## config.mk

```make
export PLATFORM = sky130hd
export DESIGN_NAME = sbx_pipe
export DESIGN_NICKNAME = d
export VERILOG_FILES = /design/src/rtl/sbx_pkg.sv /design/src/rtl/sbx_lin8.sv /design/src/rtl/sbx_tower_inv.sv /design/src/rtl/sbx_pipe.sv
export SDC_FILE = /design/constraint.sdc
export NUM_CORES = 1
export LEC_CHECK = 0
export BUFFER_PORTS_ARGS = -buffer_cell sky130_fd_sc_hd__buf_4
export CORE_ASPECT_RATIO = 1.75
export CORE_MARGIN = 8
export CORE_UTILIZATION = 54
export DETAILED_ROUTE_END_ITERATION = 10
export MAX_ROUTING_LAYER = met4
export PLACE_DENSITY_LB_ADDON = 0.25
export SLEW_MARGIN = 20
export SYNTH_ARGS = -nofsm -noshare
export SYNTH_HDL_FRONTEND = slang
export SYNTH_SLANG_ARGS = --single-unit
```

## constraint.sdc

```tcl
create_clock -name clk -period 3.25 [get_ports clk]
set_input_delay 0.325 -clock clk [delete_from_list [all_inputs] [get_ports clk]]
set_output_delay 0.325 -clock clk [all_outputs]
set_load 0.03 [all_outputs]
```

## src/rtl/sbx_pkg.sv

```systemverilog
package sbx_pkg;

  localparam int BYTE_W  = 8;
  localparam int NIB_W   = 4;
  localparam int N_STAGE = 7;
  localparam logic [BYTE_W-1:0] AFF_CONST = 8'h63;

  // GF(2^4) multiply, modulus x^4 + x + 1
  function automatic logic [NIB_W-1:0] g16_mul(input logic [NIB_W-1:0] a,
                                               input logic [NIB_W-1:0] b);
    logic [NIB_W-1:0] r;
    logic [NIB_W-1:0] t;
    r = '0;
    t = a;
    for (int i = 0; i < NIB_W; i++) begin
      if (b[i]) r = r ^ t;
      t = t[3] ? ({t[2:0], 1'b0} ^ 4'b0011) : {t[2:0], 1'b0};
    end
    return r;
  endfunction

  function automatic logic [NIB_W-1:0] g16_sq(input logic [NIB_W-1:0] a);
    return g16_mul(a, a);
  endfunction

  // smallest nu with y^2 + y + nu irreducible over GF(2^4)
  function automatic logic [NIB_W-1:0] pick_nu();
    logic [NIB_W-1:0] found;
    logic ok;
    found = '0;
    for (int l = 1; l < 16; l++) begin
      ok = 1'b1;
      for (int t = 0; t < 16; t++)
        if ((g16_mul(4'(t), 4'(t)) ^ 4'(t)) == 4'(l)) ok = 1'b0;
      if (ok && found == '0) found = 4'(l);
    end
    return found;
  endfunction

  localparam logic [NIB_W-1:0] NU = pick_nu();

  // tower-field multiply: element = hi*y + lo, y^2 = y + NU
  function automatic logic [BYTE_W-1:0] t_mul(input logic [BYTE_W-1:0] a,
                                              input logic [BYTE_W-1:0] b);
    logic [NIB_W-1:0] hh;
    logic [NIB_W-1:0] hi;
    logic [NIB_W-1:0] lo;
    hh = g16_mul(a[7:4], b[7:4]);
    hi = hh ^ g16_mul(a[7:4], b[3:0]) ^ g16_mul(a[3:0], b[7:4]);
    lo = g16_mul(hh, NU) ^ g16_mul(a[3:0], b[3:0]);
    return {hi, lo};
  endfunction

  // a tower-field root of x^8 + x^4 + x^3 + x + 1
  function automatic logic [BYTE_W-1:0] find_root();
    logic [BYTE_W-1:0] root;
    logic [BYTE_W-1:0] x2, x3, x4, x8, v;
    root = '0;
    for (int c = 1; c < 256; c++) begin
      x2 = t_mul(8'(c), 8'(c));
      x3 = t_mul(x2, 8'(c));
      x4 = t_mul(x2, x2);
      x8 = t_mul(x4, x4);
      v  = x8 ^ x4 ^ x3 ^ 8'(c) ^ 8'h01;
      if (v == '0 && root == '0) root = 8'(c);
    end
    return root;
  endfunction

  // column i of a matrix sits in bits [8i +: 8]
  function automatic logic [BYTE_W-1:0] mat_apply(input logic [63:0] m,
                                                  input logic [BYTE_W-1:0] a);
    logic [BYTE_W-1:0] r;
    r = '0;
    for (int i = 0; i < BYTE_W; i++)
      if (a[i]) r = r ^ m[8*i +: 8];
    return r;
  endfunction

  function automatic logic [63:0] entry_matrix();
    logic [63:0] m;
    logic [BYTE_W-1:0] beta;
    logic [BYTE_W-1:0] pw;
    beta = find_root();
    pw   = 8'h01;
    m    = '0;
    for (int i = 0; i < BYTE_W; i++) begin
      m[8*i +: 8] = pw;
      pw = t_mul(pw, beta);
    end
    return m;
  endfunction

  function automatic logic [BYTE_W-1:0] aff_lin(input logic [BYTE_W-1:0] b);
    return b ^ {b[6:0], b[7]} ^ {b[5:0], b[7:6]} ^ {b[4:0], b[7:5]} ^ {b[3:0], b[7:4]};
  endfunction

  // inverse basis change with the affine linear part folded in
  function automatic logic [63:0] exit_matrix();
    logic [63:0] fwd;
    logic [63:0] m;
    fwd = entry_matrix();
    m   = '0;
    for (int j = 0; j < BYTE_W; j++)
      for (int v = 0; v < 256; v++)
        if (mat_apply(fwd, 8'(v)) == 8'(1 << j)) m[8*j +: 8] = aff_lin(8'(v));
    return m;
  endfunction

  localparam logic [63:0] ENTRY_MAT = entry_matrix();
  localparam logic [63:0] EXIT_MAT  = exit_matrix();

endpackage

```

## src/rtl/sbx_lin8.sv

```systemverilog
module sbx_lin8 #(
  parameter int          W   = 8,
  parameter logic [63:0] MAT = 64'h0
) (
  input  logic [W-1:0] a,
  output logic [W-1:0] y
);
  // output bit o is the parity of a masked by row o of MAT
  for (genvar o = 0; o < W; o++) begin : g_row
    logic [W-1:0] row;
    for (genvar i = 0; i < W; i++) begin : g_col
      assign row[i] = MAT[W*i + o];
    end
    assign y[o] = ^(a & row);
  end
endmodule

```

## src/rtl/sbx_tower_inv.sv

```systemverilog
module sbx_tower_inv
  import sbx_pkg::*;
(
  input  logic              clk,
  input  logic              rst,
  input  logic              v_in,
  input  logic [BYTE_W-1:0] op_in,
  output logic              v_out,
  output logic [BYTE_W-1:0] inv_out
);
  localparam int DEPTH = 4;

  logic [DEPTH-1:0] vld;
  logic [BYTE_W-1:0] op_q [DEPTH];

  // stage A: norm  delta = hi^2*NU + hi*lo + lo^2
  logic [NIB_W-1:0] dl_q;
  // stage B: delta^6 and delta^8
  logic [NIB_W-1:0] p6_q, p8_q;
  // stage C: delta^-1 = delta^14
  logic [NIB_W-1:0] di_q;
  // stage D: result
  logic [BYTE_W-1:0] res_q;

  logic [NIB_W-1:0] sq2, sq4, sq8;
  always_comb begin
    sq2 = g16_sq(dl_q);
    sq4 = g16_sq(sq2);
    sq8 = g16_sq(sq4);
  end

  always_ff @(posedge clk) begin
    if (rst) vld <= '0;
    else     vld <= {vld[DEPTH-2:0], v_in};
  end

  always_ff @(posedge clk) begin
    op_q[0] <= op_in;
    dl_q    <= g16_mul(g16_sq(op_in[7:4]), NU) ^ g16_mul(op_in[7:4], op_in[3:0])
               ^ g16_sq(op_in[3:0]);
    p6_q    <= g16_mul(sq2, sq4);
    p8_q    <= sq8;
    di_q    <= g16_mul(p6_q, p8_q);
    res_q   <= {g16_mul(op_q[2][7:4], di_q),
                g16_mul(op_q[2][7:4] ^ op_q[2][3:0], di_q)};
  end

  for (genvar k = 1; k < DEPTH; k++) begin : g_carry
    always_ff @(posedge clk) op_q[k] <= op_q[k-1];
  end

  assign v_out   = vld[DEPTH-1];
  assign inv_out = res_q;

  AST_INV_ONE: assert property (@(posedge clk) disable iff (rst)
    (vld[DEPTH-1] && op_q[DEPTH-1] != '0) |-> t_mul(res_q, op_q[DEPTH-1]) == 8'h01);
  AST_INV_ZERO: assert property (@(posedge clk) disable iff (rst)
    (vld[DEPTH-1] && op_q[DEPTH-1] == '0) |-> res_q == '0);
endmodule

```

## src/rtl/sbx_pipe.sv

```systemverilog
module sbx_pipe
  import sbx_pkg::*;
(
  input  logic              clk,
  input  logic              rst,
  input  logic              in_valid,
  input  logic [BYTE_W-1:0] in_byte,
  output logic              out_valid,
  output logic [BYTE_W-1:0] out_byte
);
  logic [BYTE_W-1:0] ent_c, ext_c, inv_c;
  logic [BYTE_W-1:0] s1_q, s6_q, s7_q;
  logic v1_q, v5_c, v6_q, v7_q;

  sbx_lin8 #(.W(BYTE_W), .MAT(ENTRY_MAT)) u_entry (.a(in_byte), .y(ent_c));

  always_ff @(posedge clk) begin
    if (rst) begin
      v1_q <= 1'b0;
      v6_q <= 1'b0;
      v7_q <= 1'b0;
    end else begin
      v1_q <= in_valid;
      v6_q <= v5_c;
      v7_q <= v6_q;
    end
  end

  always_ff @(posedge clk) s1_q <= ent_c;

  sbx_tower_inv u_inv (
    .clk(clk), .rst(rst), .v_in(v1_q), .op_in(s1_q),
    .v_out(v5_c), .inv_out(inv_c)
  );

  sbx_lin8 #(.W(BYTE_W), .MAT(EXIT_MAT)) u_exit (.a(inv_c), .y(ext_c));

  always_ff @(posedge clk) begin
    s6_q <= ext_c;
    s7_q <= s6_q ^ AFF_CONST;
  end

  assign out_valid = v7_q;
  assign out_byte  = s7_q;

  AST_RST_CLEARS: assert property (@(posedge clk) disable iff (rst)
    $past(rst) |-> !out_valid);
  AST_ZERO_ENTRY: assert property (@(posedge clk) disable iff (rst)
    (v1_q && s1_q == '0) |-> $past(in_byte) == '0);
  AST_OUT_FOLLOWS: assert property (@(posedge clk) disable iff (rst)
    out_valid |-> $past(v6_q));
endmodule

```

=== After elaboration in Yosys (flattened, before gate mapping) ===
Memory sizes are Yosys's and may differ from the RTL's.
Cells that the tools add are included.

* Input bits: 11
* Register bits after elaboration: 55
* Memories: 1
* RAM bits: 32
* Logic and storage cells: 157

{| class="wikitable"
|+ Memory list
! memory !! depth !! bits a word !! read ports !! clocked after Yosys merged registers in !! wr ports !! line !! text
|-
| u_inv.op_q || 4 || 8 || 3 || 0 || 4 || sbx_tower_inv.sv:14 || <nowiki>logic [BYTE_W-1:0] op_q [DEPTH];</nowiki>
|}

* Reductions and logical operators: 16
* Mux-type cells: 67
* Bitwise operators: 61

{| class="wikitable"
|+ Operator list
! operator !! count
|-
| 4-bit two-way mux || 40
|-
| 4-bit bitwise XOR || 33
|-
| 8-bit parity || 16
|-
| 2-bit two-way mux || 27
|-
| 2-bit inverter || 27
|-
| 4-bit inverter || 1
|}

=== Logic depth before layout (Yosys ltp) ===
* Word-level depth: 24
* Mapped depth: 14
* Mapped depth without buffers: 13

=== Hierarchy ===
A second synthesis with hierarchy kept.

* Cells, all modules: 392
* Area total of the unflattened synthesis: 3759.9 µm²

{| class="wikitable"
|+ By module, submodules not included
! module !! cells each !! seq. area each (µm²) !! area an instance (µm²) !! times used
|-
| sbx_tower_inv || 333 || 1041.0 || 2890.3 || 1
|-
| sbx_pipe || 34 || 540.5 || 574.3 || 1
|-
| sbx_lin8 (u_exit) || 13 || 0.0 || 167.7 || 1
|-
| sbx_lin8 (u_entry) || 12 || 0.0 || 127.6 || 1
|}

=== Worst setup path before layout ===
No wires, ideal clock.

* Path kind: register to register
* Start: register u_inv.dl_q[3]
* End: register u_inv.p8_q[0]
* Period minus slack after synthesis: 3.355 ns
* Data required time: 3.132 ns
* Setup time: 0.118 ns
* Data arrival time: 3.237 ns
* Path slack: -0.105 ns
* Stages on the path, launching flop included: 15
* Path through: dfxtp_1 > ha_1 > xnor2_1 > a21oi_1 > xor2_1 > ha_1 > clkbuf_1 > and3_1 > mux2i_1 > xor2_2 > inv_1 > ha_1 > xnor2_1 > mux2i_1 > xnor2_1

* Longest elaborated chain between the ends: 21
* Elaborated cells on any way between the ends: 33

{| class="wikitable"
|+ Ends and longest elaborated chain
! element !! line !! text
|-
| from (decl) || sbx_tower_inv.sv:17 || <nowiki>logic [NIB_W-1:0] dl_q;</nowiki>
|-
| from (signal assigned) || sbx_tower_inv.sv:39 || <nowiki>dl_q <= g16_mul(g16_sq(op_in[7:4]), NU) ^ g16_mul(op_in[7:4], op_in[3:0])</nowiki>
|-
| 2-bit two-way mux / 4-bit two-way mux (equally long branches) || sbx_pkg.sv:17, sbx_pkg.sv:16 ||
|-
| 4-bit bitwise XOR || sbx_pkg.sv:16 || <nowiki>if (b[i]) r = r ^ t;</nowiki>
|-
| 4-bit two-way mux || sbx_pkg.sv:16 ||
|-
| 4-bit bitwise XOR || sbx_pkg.sv:16 ||
|-
| 4-bit two-way mux || sbx_pkg.sv:16 ||
|-
| 4-bit bitwise XOR || sbx_pkg.sv:16 ||
|-
| 4-bit two-way mux * || sbx_pkg.sv:16 ||
|-
| 4-bit two-way mux / 2-bit two-way mux (equally long branches) || sbx_pkg.sv:16, sbx_pkg.sv:17 ||
|-
| (+6 left out) || - ||
|-
| 4-bit two-way mux / 2-bit two-way mux (equally long branches) || sbx_pkg.sv:16, sbx_pkg.sv:17 ||
|-
| 4-bit bitwise XOR || sbx_pkg.sv:16 ||
|-
| 4-bit two-way mux || sbx_pkg.sv:16 ||
|-
| 4-bit bitwise XOR || sbx_pkg.sv:16 ||
|-
| 4-bit two-way mux || sbx_pkg.sv:16 ||
|-
| 4-bit bitwise XOR || sbx_pkg.sv:16 ||
|-
| 4-bit two-way mux * || sbx_pkg.sv:16 ||
|-
| named net u_inv.sq8[0] || sbx_tower_inv.sv:25 || <nowiki>logic [NIB_W-1:0] sq2, sq4, sq8;</nowiki>
|-
| to (signal assigned) || sbx_tower_inv.sv:42 || <nowiki>p8_q <= sq8;</nowiki>
|-
| to (decl) || sbx_tower_inv.sv:19 || <nowiki>logic [NIB_W-1:0] p6_q, p8_q;</nowiki>
|}

Mark *: on every way through the listed nets, which the timed path passes. The rest lies on a longest branch.
A chain may end at the register's enable or synchronous reset.

=== Worst setup path after layout ===
Same ends and word-level chain as after synthesis.

==> metrics.md <==
| Metric | Value |
|---|---|
| Final Wtd Congestion | `0.887` |
| Critical Path Start Type | `register` |
| Post-route setup TNS | `0 ns` |
| R2r setup slk | `0.30 ns` |
| GR Util All Layers | `13.2%` |
| Clock tree from TritonCTS | `yes` |
| Final setup fails | `0` |
| EDFF count, synth | `0` |
| Worst clock skew | `0.00408 ns` |
| Final net count | `427` |
| Total wire length | `5.81 mm` |
| Clock transition at path regs | `0.06 ns` |
| Worst endpoint required time | `3.51 ns` |
| Hold Fails Final Rpt | `0` |
| CP arrival | `3.20 ns` |
| WL/cell | `11.8 um` |
| GRT overflow | `0` |
| Root cell of the clock tree | `clkbuf_16` |
| Avg Cell Area, Syn | `9.48 um^2` |
| Post-cts resize count | `0` |
| Clk Latency, worst-skew pair | `0.33 ns` |
| Number of antenna violations at the first check in global routing | `0` |
| Dpl hpwl | `4.43 mm` |
| Antenna Nets Post-Route | `0` |
| # DRC | `0` |
| Unrepaired setup endpoints after global routing | `no` |
| Ports | `20` |
| Nature of the critical path endpoint | `register` |
| Hold Crit Class | `in -> reg` |
| Clock buffer depth | `2` |
| Reg2reg start | `u_inv.dl_q[3]` |
| TritonCTS Buffers | `9` |
| Outcome | `complete, no violations` |
| R2r worst-path depth | `14` |
| Yosys Warn Count | `0` |
| Starting Density | `55.8%` |
| Hold endpoint | `s1_q[1]` |
| Min cycle time layout | `2.95 ns` |
| Antenna cells | `0` |
| Top cell type's share of synthesized area | `43.3%` |
| Max cap viols | `0` |
| Area leader, netlist | `dfxtp_1` |
| Most frequent cells in the layout | `xnor2_1, dfxtp_1, nand2_1` |
| Post-synthesis sequential area ratio | `43.3%` |
| Asr flop ratio synth | `0%` |
| Die width | `78.1 um` |
| Max Freq | `0.339 GHz` |
| Worst-path fanout max | `8` |
| Layout cell share with drive strength beyond 1 | `14.1%` |
| Starting DRT DRC Count | `51` |
| Hold depth | `1` |
| Area Overhead vs Synth | `15.1%` |
| Area contributors post-synth | `dfxtp_1, xnor2_1, xor2_1` |
| Primary FF master, synth | `dfxtp_1` |
| Post-synth cell types | `39` |
| Vias/cell | `4.94` |
| Slew Viols, Final | `0` |
| H-tree Lvls | `3` |
| WS Path Type | `reg -> reg` |
| Cell Rows | `39` |
| Tcrit/Tclk final | `90.6%` |
| Clock sink count | `79` |
| Hold Startpoint | `in_byte[2]` |
| R2R Path End | `u_inv.p8_q[0]` |
| Slew @ Worst Pin | `0.557 ns` |
| Hold buffers post-CTS | `0` |
| First-pass GRT wire length | `10.3 mm` |
| Syn nets | `405` |
| # Post-CTS Setup Buffers | `0` |
| Seq cells post-synth | `79` |
| Slew margin rel. | `62.8%` |
| Core area | `6540 um^2` |
| Buffers on Ports | `19` |
| 1st-pass router iterations | `4` |
| Die area | `9750 um^2` |
| Synthesized area | `3650 um^2` |
| Vias in the first global route | `2502` |
| Via count | `2440` |
| Cells after Synth | `385` |
| DIE HEIGHT | `125 um` |
| Largest net degree at the start of global routing | `16` |
## flip-flops by register name (all words and copies together), names as in the netlist
name / flops
u_inv.inv_out: 8
u_inv.p6_q: 4
out_byte: 8
v6_q: 1
u_inv.op_q: 24
s1_q: 8
u_inv.di_q: 4
v1_q: 1
u_inv.p8_q: 4
u_inv.dl_q: 4
u_inv.vld: 4
s6_q: 8
out_valid: 1
## how the worst max path moves through the flow
stage	start	end	cells past startpoint
2_1_floorplan	u_inv.dl_q[3]	u_inv.p8_q[0]	14
3_3_place_gp	u_inv.dl_q[0]	u_inv.p8_q[0]	13
3_5_place_dp	u_inv.dl_q[0]	u_inv.p8_q[0]	13
4_1_cts	u_inv.dl_q[0]	u_inv.p8_q[0]	13
5_1_grt	u_inv.dl_q[0]	u_inv.p8_q[0]	13
6_report	u_inv.dl_q[3]	u_inv.p8_q[0]	14
## through the flow
| stage | hold WS [ns] | utilization (%) | area, um^2 | setup WS (ns) | instances |
|---|---|---|---|---|---|
| floorplan | 0.310 | - | 3660 | 0.00496 | 385 |
| CTS | 0.102 | 64.1 | 4190 | 0.145 | 494 |
| detailed placement | 0.312 | 59.7 | 3900 | 0.173 | 478 |
| global placement | 0.310 | 59.7 | 3900 | 0.273 | 478 |
| finish | 0.112 | 64.2 | 4200 | 0.304 | 494 |
| global route | 0.105 | 64.2 | 4200 | 0.0515 | 494 |
## cell usage after synthesis, types with 3 or more instances
master	number
nand2b_1	7
xnor2_1	78
xor2_1	34
clkbuf_1	15
and3_1	3
a21oi_1	14
ha_1	9
nand2_1	56
inv_1	8
o21ai_0	13
nor2b_1	11
mux2i_1	6
nand3_1	3
dfxtp_1	79
nor2_1	20
## cell type report
| type | count | area (um^2) |
|---|---|---|
| clock buffers | 10 | 239 |
| clock inverters | 6 | 50.0 |
| fillers | 547 | 2340 |
| inverters | 9 | 33.8 |
| multi-input cells | 281 | 1990 |
| flip-flops and latches | 79 | 1580 |
| well taps | 82 | 103 |
| repair buffers | 27 | 203 |
## routing by layer
layer,GRT usage [%],wire length (um),vias to the layer above
met1,11.2,2150,1118
met2,25.4,3350,31
li1,-,-,1281
met3,3.18,169,10
met5,-,0,-
met4,6.48,135,0
## cells by family after synthesis
group | share of synthesized area (%)
buffers and inverters | 2.67
and+or+nand+nor | 13.5
adders and majority gates | 3.09
AOI/OAI and AO/OA | 6.58
muxes | 2.64
xor gates and xnor gates | 28.2
DFF | 43.3
## critical path, cell delays in order, from the launching register on
cell     delay, ns
dfxtp_1       0.31
buf_4         0.16
ha_1          0.19
mux2i_2       0.26
xnor2_2       0.16
inv_2         0.11
ha_2          0.30
and3_1        0.18
mux2i_1       0.23
xor2_2        0.18
inv_1         0.07
ha_1          0.30
xnor2_1       0.13
mux2i_1       0.17
xnor2_1       0.13
Power is not shown: default switching activity piles up to over one toggle a cycle in this logic, so the estimate is an artifact.
